File: src/rtl/spi_eng_pkg.sv
package spi_eng_pkg;

  typedef enum logic [1:0] {
    MODE_OFF    = 2'b00,
    MODE_MASTER = 2'b01,
    MODE_SLAVE  = 2'b10,
    MODE_RSVD   = 2'b11
  } comm_mode_e;

  // Writable configuration, laid out as control bits [5:0]
  typedef struct packed {
    comm_mode_e  mode;
    logic        cpol;
    logic        cpha;
    logic [1:0]  rate;
  } link_cfg_t;

  // Length of one half of a bit window in system clocks.
  // Even dividers split evenly; odd dividers give the active half a third.
  function automatic int unsigned half_len(input int unsigned div, input bit act);
    if (div % 2 == 0) return div / 2;
    else if (act)     return div / 3;
    else              return div - div / 3;
  endfunction

endpackage

File: src/rtl/spi_rate_timer.sv
module spi_rate_timer #(
  parameter int unsigned DIV0 = 3,
  parameter int unsigned DIV1 = 6,
  parameter int unsigned DIV2 = 12,
  parameter int unsigned DIV3 = 96
) (
  input  logic       clk,
  input  logic       rst_n,
  input  logic       run,
  input  logic       active,
  input  logic [1:0] rate,
  output logic       phase_end
);
  import spi_eng_pkg::*;

  localparam int unsigned MAXA = (DIV0 > DIV1) ? DIV0 : DIV1;
  localparam int unsigned MAXB = (DIV2 > DIV3) ? DIV2 : DIV3;
  localparam int unsigned MAXD = (MAXA > MAXB) ? MAXA : MAXB;
  localparam int unsigned CW   = $clog2(MAXD + 1);

  function automatic int unsigned div_of(input int g);
    case (g)
      0:       return DIV0;
      1:       return DIV1;
      2:       return DIV2;
      default: return DIV3;
    endcase
  endfunction

  logic [CW-1:0] len_act  [4];
  logic [CW-1:0] len_idle [4];

  for (genvar g = 0; g < 4; g++) begin : g_len
    assign len_act[g]  = CW'(half_len(div_of(g), 1'b1));
    assign len_idle[g] = CW'(half_len(div_of(g), 1'b0));
  end

  logic [CW-1:0] cnt;
  logic [CW-1:0] cur_len;

  assign cur_len   = active ? len_act[rate] : len_idle[rate];
  assign phase_end = run && (cnt == cur_len - CW'(1));

  always_ff @(posedge clk or negedge rst_n) begin
    if (!rst_n)                cnt <= '0;
    else if (!run || phase_end) cnt <= '0;
    else                       cnt <= cnt + CW'(1);
  end

endmodule

File: src/rtl/spi_shift_core.sv
module spi_shift_core #(
  parameter int unsigned W = 8
) (
  input  logic         clk,
  input  logic         rst_n,
  input  logic         en,
  input  logic         start,
  input  logic [W-1:0] tx_byte,
  input  logic         cpha,
  input  logic         phase_end,
  input  logic         miso,
  output logic         busy,
  output logic         active,
  output logic         mosi,
  output logic         fin,
  output logic         done_pulse,
  output logic [W-1:0] rx_byte
);
  localparam int unsigned BCW = (W > 1) ? $clog2(W) : 1;

  logic           phase;   // 0: first half of bit window, 1: second half
  logic [BCW-1:0] bit_cnt;
  logic [W-1:0]   shreg;
  logic           samp;

  // Phase 0 window starts idle, phase 1 window starts active
  assign active = busy && (phase != cpha);
  assign mosi   = busy ? shreg[W-1] : 1'b0;
  assign fin    = busy && en && phase_end && phase && (bit_cnt == BCW'(W - 1));

  always_ff @(posedge clk or negedge rst_n) begin
    if (!rst_n) begin
      busy       <= 1'b0;
      phase      <= 1'b0;
      bit_cnt    <= '0;
      shreg      <= '0;
      samp       <= 1'b0;
      rx_byte    <= '0;
      done_pulse <= 1'b0;
    end else begin
      done_pulse <= 1'b0;
      if (!en) begin
        busy  <= 1'b0;
        phase <= 1'b0;
      end else if (start && !busy) begin
        busy    <= 1'b1;
        phase   <= 1'b0;
        bit_cnt <= '0;
        shreg   <= tx_byte;
      end else if (busy && phase_end) begin
        if (!phase) begin
          samp  <= miso;
          phase <= 1'b1;
        end else begin
          phase <= 1'b0;
          shreg <= {shreg[W-2:0], samp};
          if (fin) begin
            busy       <= 1'b0;
            done_pulse <= 1'b1;
            rx_byte    <= {shreg[W-2:0], samp};
          end else begin
            bit_cnt <= bit_cnt + BCW'(1);
          end
        end
      end
    end
  end

endmodule

File: src/rtl/spi_ctrl_regs.sv
module spi_ctrl_regs (
  input  logic                   clk,
  input  logic                   rst_n,
  input  logic                   wr,
  input  logic                   wr_flag,
  input  logic [5:0]             wr_cfg,
  input  logic                   set_done,
  output spi_eng_pkg::link_cfg_t cfg,
  output logic                   done
);
  import spi_eng_pkg::*;

  always_ff @(posedge clk or negedge rst_n) begin
    if (!rst_n) begin
      cfg  <= '0;
      done <= 1'b0;
    end else begin
      if (wr) cfg <= link_cfg_t'(wr_cfg);
      // hardware set wins over a host clear in the same cycle
      if (set_done)            done <= 1'b1;
      else if (wr && !wr_flag) done <= 1'b0;
    end
  end

endmodule

File: src/rtl/spi_byte_master.sv
module spi_byte_master #(
  parameter int unsigned W    = 8,
  parameter int unsigned DIV0 = 3,
  parameter int unsigned DIV1 = 6,
  parameter int unsigned DIV2 = 12,
  parameter int unsigned DIV3 = 96
) (
  input  logic         clk,
  input  logic         rst_n,
  input  logic         ctl_wr,
  input  logic [7:0]   ctl_wdata,
  output logic [7:0]   ctl_rdata,
  input  logic         tx_valid,
  input  logic [W-1:0] tx_data,
  output logic         tx_ready,
  output logic [W-1:0] rx_data,
  output logic         irq,
  output logic         sck,
  output logic         mosi,
  input  logic         miso
);
  import spi_eng_pkg::*;

  link_cfg_t cfg;
  logic      done, busy, active, en, start, phase_end, fin;
  logic      unused_wbit;

  assign unused_wbit = ctl_wdata[6];

  assign en       = (cfg.mode == MODE_MASTER);
  assign tx_ready = en && !busy;
  assign start    = tx_valid && tx_ready;
  assign sck      = cfg.cpol ^ (en && active);
  assign ctl_rdata = {done, busy, cfg};

  spi_ctrl_regs u_regs (
    .clk      (clk),
    .rst_n    (rst_n),
    .wr       (ctl_wr),
    .wr_flag  (ctl_wdata[7]),
    .wr_cfg   (ctl_wdata[5:0]),
    .set_done (fin),
    .cfg      (cfg),
    .done     (done)
  );

  spi_rate_timer #(
    .DIV0 (DIV0), .DIV1 (DIV1), .DIV2 (DIV2), .DIV3 (DIV3)
  ) u_timer (
    .clk       (clk),
    .rst_n     (rst_n),
    .run       (busy && en),
    .active    (active),
    .rate      (cfg.rate),
    .phase_end (phase_end)
  );

  spi_shift_core #(.W(W)) u_core (
    .clk        (clk),
    .rst_n      (rst_n),
    .en         (en),
    .start      (start),
    .tx_byte    (tx_data),
    .cpha       (cfg.cpha),
    .phase_end  (phase_end),
    .miso       (miso),
    .busy       (busy),
    .active     (active),
    .mosi       (mosi),
    .fin        (fin),
    .done_pulse (irq),
    .rx_byte    (rx_data)
  );

endmodule

File: config.mk
export PLATFORM = sky130hd
export DESIGN_NAME = spi_byte_master
export DESIGN_NICKNAME = d
export VERILOG_FILES = /design/src/rtl/spi_eng_pkg.sv /design/src/rtl/spi_rate_timer.sv /design/src/rtl/spi_shift_core.sv /design/src/rtl/spi_ctrl_regs.sv /design/src/rtl/spi_byte_master.sv
export SDC_FILE = /design/constraint.sdc
export NUM_CORES = 1
export LEC_CHECK = 0
export BUFFER_PORTS_ARGS = -buffer_cell sky130_fd_sc_hd__buf_2
export CORE_MARGIN = 5
export CORE_UTILIZATION = 35
export DETAILED_ROUTE_END_ITERATION = 7
export SLEW_MARGIN = 20
export SYNTH_ARGS = -nofsm -noshare
export SYNTH_HDL_FRONTEND = slang
export SYNTH_SLANG_ARGS = --single-unit
File: constraint.sdc
create_clock -name clk -period 2.9 [get_ports clk]
set_input_delay 0 -clock clk [delete_from_list [all_inputs] [get_ports clk]]
set_output_delay 0 -clock clk [all_outputs]
set_load 0.02 [all_outputs]
==> metrics.md <==
| Metric | Value |
|---|---|
| Final Hold Viols | 0 |
| Syn-to-layout area delta | 25.35% |
| DR vias | approximately 1300 |
| Worst-Skew Late Latency | roughly 290 ps |
| Critical path required time | slightly above 3000 ps |
| Buffers and inverters on the worst path | 0 |
| First-pass GRT wire length | 6.120 mm |
| DR vias/cell | 4.758 |
| Final WS setup | between 500 and 600 ps |
| CTS H-tree depth | 2 |
| CP Class | reg2reg |
| Post-synth top area cell | dfrtp_1 |
| Seq/Total Area, Yosys | 0.5226 |
| GP Congestion | 0.7777 |
| Final count of negative-setup-slack endpoints | 0 |
| Remaining DRCs | 0 |
| Met3 wire len | 130 µm |
| Post-Syn Nets | 174 |
| Yosys cell types | 36 |
| HPWL Detailed | about 2.5 mm |
| Initial antenna violation count | 0 |
| Min Tclk post-route | 2353 ps |
| Hold WC Path Type | in2reg |
| Total GRT Usage | 0.1239 |
| Yosys warning total | 0 |
| FMAX | ~430 MHz |
| # diodes | 0 |
| Initial core utilization | 0.3678 |
| Final nets | between 200 and 250 |
| Pre-Repair DR Iteration Count | 4 |
| Met1 Wirelength | ~1.6 mm |
| Outcome | finished, final reports clean |
| Util after Layout | 0.4610 |
| CP Launch Type | register |
| Worst setup EP type | register |
| Most frequent cell after synthesis | dfrtp_1 |
| Clock Tree Root | clkbuf_8 |
| MaxCap Viol Count | 0 |
| Die width | roughly 81 µm |
| Skew final | between 6 and 7 ps |
| Met2 WL | approximately 1.7 mm |
| Final period util | 0.8112 |
| CTS Buffer Depth | 2 |
| Top-area cell type share of the netlist area | 0.5226 |
| Setup TNS Final | 0 ps |
| Crit path max fanout | 10 |
| Crit path cell chain | xor2_1 -> or4_1 -> nor2_1 -> and4_1 -> mux2_2 |
| #FFs+latches synth | 37 |
| Worst path max stage delay | approximately 570 ps |
| CTS tree | done |
| TritonCTS Sinks | 37 |
| Core Footprint | approximately 4800 µm² |
| R2r setup slk | roughly 550 ps |
| Syn avg cell area | roughly 12 µm² |
| Post-synth EDFFs | 0 |
| Placed cell count | roughly 250 |
| Dominant cells by area after synthesis | dfrtp_1, mux2_2, a2111oi_4, nor2_1, xnor2_1 |
| RSZ-0062 raised after global routing | no |
| Ys flop type | dfrtp_1 |
| Layout cells sized above 1 | 0.3416 |
| Synth Instances | 150 |
| Critical Path Slowest Stage Cell | or4_1 |
| Post-Route WL | approximately 3.5 mm |
| Largest net degree at the start of global routing | 38 |
| IO Pins | 41 |
| Vias in the first global route | around 1300 |
| Clk pin slew, worst setup/hold paths | roughly 70 ps |
| Critical path arrival | between 2000 and 3000 ps |
| Starting DRT DRC Count | 42 |
| Num rows | 25 |
| Routed Antenna Nets | 0 |
| Inserted Clock Buffers | 5 |
| Post-synth ARST share | 1.000 |
| Die ar. | between 6000 and 7000 µm² |
| Synth cell count leaders | dfrtp_1, mux2_2, nor2_1 |
| Grt ovf | 0 |
| Post-Syn Area | roughly 1800 µm² |
| Pre-CTS setup slack | approximately 540 ps |
| Max layer used | met4 |
| IO Port Bufs | 39 |
| VDD IR-drop max | about 0.00021 V |
| Static Leakage | 1.046 nW |
| Total power | 1.107 mW |
| Relative slew slack | 0.4594 |
| # Post-CTS Setup Buffers | 0 |
| Final Slew Violations | 0 |
| Final cell count without fillers | 269 |
| Die Y | 81.15 µm |
| Power density over cell area | 498.4 nW/µm² |
| Worst-Margin Slew | around 810 ps |
| Delay-heaviest family, CP | simple AND/OR/NAND/NOR gates |
| Routed WL per cell | approximately 13 µm |
-- registers in the layout, indices dropped and copies added (netlist names) --
register           cells
u_regs.done            1
u_core.samp            1
u_timer.cnt            7
u_core.busy            1
u_core.shreg           8
u_regs.cfg             6
u_core.bit_cnt         3
u_core.phase           1
u_core.rx_byte         8
u_core.done_pulse      1
-- through the flow --
step / hold WS, ps / cell area, µm²
4_1_cts: 30.12 / 2221
3_3_place_gp: 146.1 / 1999
5_1_grt: 42.33 / 2221
6_report: 37.94 / 2221
2_1_floorplan: -295.6 / 1772
3_5_place_dp: 144.7 / 1999
-- power by group --
group / internal [mW] / total (mW) / leakage, nW / switching, mW
sequential: 0.563 / 0.606 / 0.480 / 0.0426
clock: 0.166 / 0.337 / 0.0412 / 0.171
combinational: 0.0785 / 0.164 / 0.524 / 0.0854
total: 0.808 / 1.11 / 1.05 / 0.299
-- final timing paths --
path	cells past startpoint	start	to
max	5	u_regs.cfg[1]	u_core.rx_byte[2]
min	3	tx_valid	u_core.phase
max reg2reg	5	u_regs.cfg[1]	u_core.rx_byte[2]
min reg2reg	1	u_regs.done	u_regs.done
max in group asynchronous	2	rst_n	u_timer.cnt[6]
min in group asynchronous	2	rst_n	u_regs.cfg[3]
-- final cells by class --
class | count | area [µm²]
clock inverters | 1 | 8.758
clock buffers | 6 | 72.57
multi-input cells | 100 | 775.7
well taps | 67 | 83.83
repair buffers | 53 | 335.3
inverters | 5 | 18.77
fillers | 476 | 2596
flip-flops and latches | 37 | 925.9
-- tightest hold or removal path: cells and delay by family --
| family | cells | cell delay [ps] |
|---|---|---|
| compound gates | 1 | 80 |
| buf+inv | 1 | 90 |
| simple gates | 1 | 100 |
-- cells in the final DEF, fill, tap and decap left out, drive strengths merged, types with 2 or more instances in the layout --
cell         instances
inv                  5
nand3b               2
xor2                 5
and3                 3
buf                 39
a22oi                3
mux2i                2
a21oi                3
nand2b               6
a2111oi              2
nand2                8
or2                  2
xnor2                5
o221a                3
dfrtp               37
mux2                14
nor2                14
nand3                4
ha                   3
and2                 2
o21ai                7
clkbuf               6
a211oi               2
dlygate4sd3         14
-- repair_timing --
action,CTS,global route
hold buffers,14,0
resized for setup,0,0
hold endpoints to repair,50,0
-- routing by layer --
metal	global-route usage	vias to the layer above
met5	0	-
met1	0.1604	618
met4	0.05743	0
met2	0.1913	22
met3	0.03548	4
li1	-	636
-- cells by family after synthesis --
| kind of cell | after synthesis | share of synthesized area |
|---|---|---|
| flops | 37 | 0.5226 |
| compound gates | 24 | 0.1257 |
| simple gates | 47 | 0.1412 |
| xor+xnor | 10 | 0.04943 |
| mux | 16 | 0.1003 |
| buf+inv | 13 | 0.03955 |
| fa+ha+maj | 3 | 0.02119 |
Note: power is estimated with default switching activity, not from simulation.
